`config.mk`:
```
export PLATFORM = sky130hd
export DESIGN_NAME = wdog2_top
export DESIGN_NICKNAME = d
export VERILOG_FILES = /design/src/rtl/wdt2_pkg.sv /design/src/rtl/wdt2_prescaler.sv /design/src/rtl/wdt2_counter.sv /design/src/rtl/wdt2_regs.sv /design/src/rtl/wdog2_top.sv
export SDC_FILE = /design/constraint.sdc
export NUM_CORES = 1
export LEC_CHECK = 0
export BUFFER_PORTS_ARGS = -buffer_cell sky130_fd_sc_hd__buf_4
export CAP_MARGIN = 20
export CORE_ASPECT_RATIO = 0.7
export CORE_MARGIN = 3
export CORE_UTILIZATION = 57
export CTS_CLUSTER_SIZE = 24
export DETAILED_ROUTE_END_ITERATION = 16
export HOLD_SLACK_MARGIN = 0.03
export PLACE_DENSITY_LB_ADDON = 0.1
export SLEW_MARGIN = 10
export SYNTH_ARGS = -nofsm -noshare
export SYNTH_HDL_FRONTEND = slang
export SYNTH_SLANG_ARGS = --single-unit
```
`constraint.sdc`:
```
create_clock -name clk -period 4.22 [get_ports clk]
set_input_delay 0.422 -clock clk [delete_from_list [all_inputs] [get_ports clk]]
set_output_delay 0.422 -clock clk [all_outputs]
set_load 0.01 [all_outputs]
```
`src/rtl/wdt2_pkg.sv`:
```
package wdt2_pkg;
  localparam logic [4:0] OFF_RELOAD = 5'h00;
  localparam logic [4:0] OFF_INIT_B = 5'h01;
  localparam logic [4:0] OFF_STS_A  = 5'h04;
  localparam logic [4:0] OFF_STS_B  = 5'h06;
  localparam logic [4:0] OFF_CTRL   = 5'h08;
  localparam logic [4:0] OFF_INIT_W = 5'h12;

  localparam int BIT_HALT  = 11;
  localparam int BIT_NOREB = 0;
  localparam int BIT_TMO   = 3;
  localparam int BIT_SEC   = 1;
  localparam int BIT_BOOT  = 2;

  function automatic int cnt_width(input bit two_stage);
    return two_stage ? 6 : 10;
  endfunction

  function automatic int init_reg_width(input bit two_stage);
    return two_stage ? 8 : 16;
  endfunction
endpackage

```
`src/rtl/wdt2_prescaler.sv`:
```
module wdt2_prescaler #(
  parameter int DIV = 1000
) (
  input  logic clk,
  input  logic rst_n,
  input  logic run,
  input  logic restart,
  output logic tick
);
  localparam int PW = (DIV > 1) ? $clog2(DIV) : 1;
  localparam logic [PW-1:0] LAST = PW'(DIV - 1);

  logic [PW-1:0] pre_q;

  assign tick = run && !restart && (pre_q == LAST);

  always_ff @(posedge clk) begin
    if (!rst_n)                     pre_q <= '0;
    else if (restart || !run)       pre_q <= '0;
    else if (pre_q == LAST)         pre_q <= '0;
    else                            pre_q <= pre_q + PW'(1);
  end

  // ticks are spaced at least two clocks apart when DIV >= 2
  p_tick_gap_r2: assert property (@(posedge clk) disable iff (!rst_n)
    (DIV > 1) && tick |=> !tick);
endmodule

```
`src/rtl/wdt2_counter.sv`:
```
module wdt2_counter #(
  parameter int CW      = 6,
  parameter int RST_VAL = 50
) (
  input  logic          clk,
  input  logic          rst_n,
  input  logic          tick,
  input  logic          reload,
  input  logic [CW-1:0] init_val,
  output logic [CW-1:0] count,
  output logic          expire
);
  assign expire = tick && !reload && (count == '0);

  always_ff @(posedge clk) begin
    if (!rst_n)          count <= CW'(RST_VAL);
    else if (reload)     count <= init_val;
    else if (tick) begin
      if (count == '0)   count <= init_val;
      else               count <= count - CW'(1);
    end
  end

  p_hold_r3: assert property (@(posedge clk) disable iff (!rst_n)
    !tick && !reload |=> $stable(count));
  p_reload_r4: assert property (@(posedge clk) disable iff (!rst_n)
    reload |=> count == $past(init_val));
  p_dec_r2: assert property (@(posedge clk) disable iff (!rst_n)
    tick && !reload && count != '0 |=> count == $past(count) - CW'(1));
  p_wrap_r7: assert property (@(posedge clk) disable iff (!rst_n)
    expire |=> count == $past(init_val));
endmodule

```
`src/rtl/wdt2_regs.sv`:
```
module wdt2_regs #(
  parameter bit TWO_STAGE    = 1'b1,
  parameter int INIT_DEFAULT = 50
) (
  input  logic        clk,
  input  logic        rst_n,
  input  logic        bus_we,
  input  logic [4:0]  bus_addr,
  input  logic [15:0] bus_wdata,
  output logic [15:0] bus_rdata,
  input  logic [wdt2_pkg::cnt_width(TWO_STAGE)-1:0] count,
  input  logic        expire,
  output logic [wdt2_pkg::cnt_width(TWO_STAGE)-1:0] init_val,
  output logic        halt,
  output logic        reload,
  output logic        sys_rst_req
);
  import wdt2_pkg::*;
  localparam int CW = cnt_width(TWO_STAGE);
  localparam int IW = init_reg_width(TWO_STAGE);
  localparam logic [4:0] OFF_INIT = TWO_STAGE ? OFF_INIT_B : OFF_INIT_W;

  logic [IW-1:0] init_q;
  logic halt_q, noreb_q, tmo_q, sec_q, boot_q, rst_q;
  logic wr_init, wr_ctrl, wr_sa, wr_sb, second, fire;
  logic [IW-1:0] wval;
  logic unused_wdata;

  assign unused_wdata = ^bus_wdata;
  assign wr_init = bus_we && bus_addr == OFF_INIT;
  assign wr_ctrl = bus_we && bus_addr == OFF_CTRL;
  assign wr_sa   = bus_we && bus_addr == OFF_STS_A;
  assign wr_sb   = bus_we && bus_addr == OFF_STS_B;
  assign reload  = bus_we && bus_addr == OFF_RELOAD;
  assign wval    = bus_wdata[IW-1:0];

  assign second = TWO_STAGE ? (expire && tmo_q) : expire;
  assign fire   = second && !noreb_q;

  always_ff @(posedge clk) begin
    if (!rst_n) begin
      init_q  <= IW'(INIT_DEFAULT);
      halt_q  <= 1'b1;
      noreb_q <= 1'b1;
      tmo_q   <= 1'b0;
      sec_q   <= 1'b0;
      boot_q  <= 1'b0;
      rst_q   <= 1'b0;
    end else begin
      if (wr_init) begin
        if (wval[CW-1:0] >= CW'(4)) init_q <= wval;
        else                        init_q <= {wval[IW-1:CW], init_q[CW-1:0]};
      end
      if (wr_ctrl) begin
        halt_q  <= bus_wdata[BIT_HALT];
        noreb_q <= bus_wdata[BIT_NOREB];
      end
      if (wr_sa && bus_wdata[BIT_TMO])  tmo_q  <= 1'b0;
      if (wr_sb && bus_wdata[BIT_SEC])  sec_q  <= 1'b0;
      if (wr_sb && bus_wdata[BIT_BOOT]) boot_q <= 1'b0;
      if (expire) tmo_q  <= 1'b1;
      if (second) sec_q  <= 1'b1;
      if (fire)   boot_q <= 1'b1;
      rst_q <= fire;
    end
  end

  assign init_val    = init_q[CW-1:0];
  assign halt        = halt_q;
  assign sys_rst_req = rst_q;

  always_comb begin
    bus_rdata = '0;
    case (bus_addr)
      OFF_RELOAD: bus_rdata = 16'(count);
      OFF_INIT:   bus_rdata = 16'(init_q);
      OFF_STS_A:  bus_rdata[BIT_TMO] = tmo_q;
      OFF_STS_B: begin
        bus_rdata[BIT_SEC]  = sec_q;
        bus_rdata[BIT_BOOT] = boot_q;
      end
      OFF_CTRL: begin
        bus_rdata[BIT_HALT]  = halt_q;
        bus_rdata[BIT_NOREB] = noreb_q;
      end
      default: bus_rdata = '0;
    endcase
  end

  p_init_legal_r6: assert property (@(posedge clk) disable iff (!rst_n)
    init_val >= CW'(4));
  p_rst_pulse_r9: assert property (@(posedge clk) disable iff (!rst_n)
    sys_rst_req |=> !sys_rst_req);
  p_rst_flags_r9: assert property (@(posedge clk) disable iff (!rst_n)
    sys_rst_req |-> sec_q && boot_q);
  p_veto_r11: assert property (@(posedge clk) disable iff (!rst_n)
    sys_rst_req |-> !$past(noreb_q));

  generate
    if (TWO_STAGE) begin : g_two
      p_first_quiet_r8: assert property (@(posedge clk) disable iff (!rst_n)
        expire && !tmo_q |=> !sys_rst_req && tmo_q);
    end else begin : g_one
      p_every_r12: assert property (@(posedge clk) disable iff (!rst_n)
        expire |=> tmo_q && sec_q);
    end
  endgenerate
endmodule

```
`src/rtl/wdog2_top.sv`:
```
module wdog2_top #(
  parameter bit TWO_STAGE    = 1'b1,
  parameter int TICK_DIV     = 1000,
  parameter int INIT_DEFAULT = 50
) (
  input  logic        clk,
  input  logic        rst_n,
  input  logic        bus_we,
  input  logic [4:0]  bus_addr,
  input  logic [15:0] bus_wdata,
  output logic [15:0] bus_rdata,
  output logic        sys_rst_req
);
  localparam int CW = wdt2_pkg::cnt_width(TWO_STAGE);

  logic          tick, reload, expire, halt;
  logic [CW-1:0] count, init_val;

  wdt2_prescaler #(.DIV(TICK_DIV)) u_pre (
    .clk(clk), .rst_n(rst_n), .run(!halt), .restart(reload), .tick(tick));

  wdt2_counter #(.CW(CW), .RST_VAL(INIT_DEFAULT)) u_cnt (
    .clk(clk), .rst_n(rst_n), .tick(tick), .reload(reload),
    .init_val(init_val), .count(count), .expire(expire));

  wdt2_regs #(.TWO_STAGE(TWO_STAGE), .INIT_DEFAULT(INIT_DEFAULT)) u_regs (
    .clk(clk), .rst_n(rst_n), .bus_we(bus_we), .bus_addr(bus_addr),
    .bus_wdata(bus_wdata), .bus_rdata(bus_rdata), .count(count),
    .expire(expire), .init_val(init_val), .halt(halt), .reload(reload),
    .sys_rst_req(sys_rst_req));
endmodule

```
## Word level (Yosys, flattened, before mapping)

Cells that the tools add are included.
W data, S select, Z words.

- Register bits: 30
- Input bits: 24
- Output and inout bits: 17
- Word-level logic and storage cells: 59

- Add/sub/neg operators: 2
- Magnitude comparators: 1
- Equality and inequality tests: 5
- Muxes and demuxes: 14
- Bitwise logic cells: 1
- Reductions and logical operators: 26

Operators by type and width:

| kind | count |
|---|---|
| $mux W6 | 3 |
| $logic_and A1 B1 Y1 | 14 |
| $add A10 B1 Y10 const B | 1 |
| $eq A10 B10 Y1 const B | 1 |
| $eq A5 B3 Y1 const B | 2 |
| $pmux W4 S2 | 1 |
| $reduce_bool A2 Y1 | 4 |
| $mux W1 | 7 |
| $ge A6 B3 Y1 const B | 1 |
| $logic_not A6 Y1 | 1 |
| $pmux W1 S3 | 2 |
| $pmux W2 S3 | 1 |
| $sub A6 B1 Y6 const B | 1 |
| $eq A5 B1 Y1 const B | 1 |
| $eq A5 B4 Y1 const B | 1 |
| $logic_not A5 Y1 | 1 |
| $logic_not A1 Y1 | 3 |
| $reduce_or A3 Y1 | 1 |
| $reduce_and A2 Y1 | 1 |
| $logic_or A1 B1 Y1 | 1 |
| $not A1 Y1 | 1 |

## Longest topological paths before layout

- Depth in word-level cells: 10
- Mapped depth: 6
- Depth with buffers taken out: 6

## Cells and area by module

Synthesis repeated with hierarchy kept, for this count alone.

- Cells, all modules: 211
- Area, all modules: 1780.5 um^2

Modules (own cells, without submodules):

| module | instances | cells each | area each (um^2) | sequential area each (um^2) |
|---|---|---|---|---|
| wdt2_regs | 1 | 98 | 848.3 | 280.3 |
| wdt2_counter | 1 | 60 | 465.4 | 120.1 |
| wdt2_prescaler | 1 | 52 | 462.9 | 200.2 |
| wdog2_top | 1 | 1 | 3.8 | 0.0 |

## Least setup slack after synthesis

Ideal clock, no wire load.

- Kind: input to output
- From: input bus_addr[0]
- To: output bus_rdata[2]
- Arrival: 1.411 ns
- Required time: 3.798 ns
- Setup slack: 2.387 ns
- Stages on the path: 4
- Cell sequence: or4_1 > nor2_1 > a22oi_1 > nand2_1

- Word-level cells in the longest chain between the ends: 2
- Elaborated cells on any way between the ends: 4
- Classes of those cells: eq/ne (2); mux (1); reduce/logical (1)

RTL lines:

| what | line | source |
|---|---|---|
| start: declaration | wdog2_top.sv:9 | `input logic [4:0] bus_addr,` |
| $eq A5 B3 Y1, or another cell as far along | wdt2_regs.sv:74 | `case (bus_addr)` |
| $pmux W2 S3 (*) | wdt2_regs.sv:74 |  |
| end: declaration | wdog2_top.sv:11 | `output logic [15:0] bus_rdata,` |

Mark *: on every way between the ends. The rest lies on a longest branch, timed or not.

## Final worst setup path

- From: input bus_addr[1]
- To: output bus_rdata[0]

- Word-level cells in the longest chain between the ends: 2
- Elaborated cells on any way between the ends: 4
- Classes of those cells: eq/ne (2); mux (1); reduce/logical (1)

RTL lines:

| what | line |
|---|---|
| $eq A5 B4 Y1, or another cell as far along | wdt2_regs.sv:74 |
| $pmux W1 S3 (*) | wdt2_regs.sv:74 |

Marked as above.

==> flow_summary.ini <==
[route]
vias = 1625
drt-total-wl_um = 4470
drtIter0Drc = 186
avgViaCountPerCell = 6.23
detail-route-antenna-nets = 0
drcViolationCount = 0
post_drt_wl_per_cell_um = 17.1
drt_pass1_iterations = 4

[worst_setup_path]
worstPathArrival_ps = 1770
crit_fanout = 8
path_cells = buf_4 > nand2b_1 > nor4_2 > a221o_1 > buf_4
crit_path_start_kind = input port
path_buf_inv = 2
cp-end-kind = output port
worstSetupPathType = in2out
cp_slowest_cell = nor4_2
cpPeakStageDelay_ps = 610
cp_top_family = simple AND/OR/NAND/NOR gates
critPathRequiredTime_ps = 3800
critical-path-top-cell-by-count = buf_4

[finish]
final_common_cell = dfxtp_1
num_antenna_cells = 0
area_growth_pct = 17.6
fin_cells = 261
drive_above_1_share = 0.203
nets = 253
final_cell_mix = 30 x dfxtp_1, 26 x buf_4, 23 x nand2_1

[floorplan]
initial_core_util = 0.643
num_rows = 15
die_w_um = 71.3
die_y_um = 51.7
io_pins = 41
die_area_mm2 = 0.00368
core_mm2 = 0.00265

[sta]
setup_violations = 0
fin_skew_ps = 5.15
finalHoldViolCount = 0
tns_ps = 0
max_slew_margin = 0.476
worstMarginPinSlew_ps = 779
drv_slew = 0
max_freq_ghz = 0.456
period_needed_ps = 2200
rsz0062_at_grt = false
fin_crit_sh = 0.520

[synthesis]
synth_flop_cell = dfxtp_1
ys_seq_area_frac = 0.353
syn_inst = 197
syn_avg_cell_area_um2 = 8.63
synth-seq-cells = 30
synth_edf_count = 0
async_flop_share = 0
synth_cell_types = 51
yosysWarnings = 0
synthesis.area_mm2 = 0.00170

[clocking]
cts_tree = yes
clk_pin_slew_worst_paths_ps = 60
post_cts_buffers = 0
cts.sinks = 30
clockRootBuffer = clkbuf_8
hold_buffers = 0
cts_buffers = 5
clock_latency_ps = 280
cts_resized = 0
clockBufferDepth = 2
htree_levels = 2

[global_routing]
grt_usage = 0.264
overflow = 0
first_global_vias = 1532
antenna_found_initial = 0
grt_max_degree = 15
grt_pass1_wl_um = 7490

[power]
power_mw = 0.601
p_leak_nw = 0.737
powerDensity_mw_per_mm2 = 301
vdd_drop_max_mv = 0.225

[hold_path]
hold_class = in2reg

[placed_design]
place_inst = 253
gp_congestion = 0.920
hpwl_um = 3320
numPortBuffers = 26

[flow_run]
drv_cap = 0

[status]
status = finished, final reports clean
[per-stage QoR]
step | hold slack [ps] | util | cell area, µm² | worst slack [ps]
final | 354 | 0.756 | 2000 | 2020
after global routing | 352 | 0.756 | 2000 | 1900
after CTS | 347 | 0.756 | 2000 | 2060
after detailed placement | 460 | 0.714 | 1890 | 2060
after global placement | 444 | 0.714 | 1890 | 2080
after floorplan | 430 | - | 1720 | 2390
[layout make-up]
class,count,area [µm²]
Timing Repair Buffer,26,195
Inverter,7,26.3
Sequential cell,30,601
Fill cell,202,647
Tap cell,34,42.5
Multi-Input combinational cell,156,1020
Clock buffer,8,110
[logic make-up (layout without fill, tap and decap cells)]
group	after synthesis	after routing	synth area share
AOI/OAI and AO/OA	36	36	0.175
xor gates and xnor gates	8	8	0.0412
adders and majority gates	3	3	0.0221
buffers and inverters	17	41	0.0574
DFF	30	30	0.353
muxes	7	7	0.0412
other	1	7	0.00221
and+or+nand+nor	95	95	0.308
[per-layer routing]
metal | global-route usage | vias up | part of all wire
met5 | 0 | - | 0
met1 | 0.360 | 763 | 0.44
met2 | 0.404 | 92 | 0.43
li1 | - | 765 | -
met3 | 0.0656 | 5 | 0.12
met4 | 0.0938 | 0 | 0.0083
[tightest hold or removal path, delay by kind of cell]
family	cells	cell delay, ps
buf+inv	1	70
mux	1	50
simple gates	1	60
[synth_stat cells, types with 2 or more instances]
cell type / number / area [µm²]
clkbuf_1: 2 / 7.51
ha_1: 3 / 37.5
nand2_1: 23 / 86.3
nor4_1: 5 / 31.3
nand2b_1: 3 / 18.8
o22ai_1: 2 / 12.5
xnor2_1: 6 / 52.6
and3_1: 3 / 18.8
a22oi_1: 3 / 22.5
nand4_1: 2 / 12.5
o221ai_1: 2 / 17.5
a22o_1: 3 / 26.3
inv_1: 7 / 26.3
xor2_1: 2 / 17.5
mux2i_1: 7 / 70.1
a31oi_1: 3 / 18.8
nor2b_1: 3 / 18.8
or2_2: 2 / 12.5
nor2_4: 2 / 22.5
buf_4: 7 / 52.6
dfxtp_1: 30 / 601
a32oi_1: 3 / 26.3
o211ai_1: 3 / 22.5
nor2_1: 22 / 82.6
nor3_1: 6 / 30.0
a221o_1: 4 / 40.0
o21ai_0: 2 / 10.0
and2_1: 3 / 18.8
or4_1: 2 / 15.0
a21oi_1: 3 / 15.0
a2bb2oi_1: 2 / 17.5
nand3_1: 7 / 35.0
o21a_1: 2 / 15.0
[state kept, by name, summed over array words and instances (netlist names)]
register            count
u_regs.init_q           8
u_pre.pre_q            10
u_regs.boot_q           1
u_regs.sys_rst_req      1
u_regs.noreb_q          1
u_regs.halt             1
u_regs.sec_q            1
u_cnt.count             6
u_regs.tmo_q            1
[where the power goes]
part           total [mW]  switching [mW]  internal (mW)
registers           0.285         0.00107          0.284
logic              0.0444          0.0263         0.0182
clock network       0.272           0.107          0.164
total               0.601           0.134          0.467
[final timing paths]
| kind | start | end | slack, ps | cells after the start |
|---|---|---|---|---|
| worst min register to register | u_pre.pre_q[0] | u_pre.pre_q[0] | 490 | 1 |
| worst max register to register | u_cnt.count[0] | u_cnt.count[5] | 2290 | 6 |
| worst max-delay path | bus_addr[1] | bus_rdata[0] | 2020 | 5 |
| worst min-delay path | bus_wdata[11] | u_regs.halt | 350 | 3 |
Note: power is estimated with default switching activity, not from simulation.
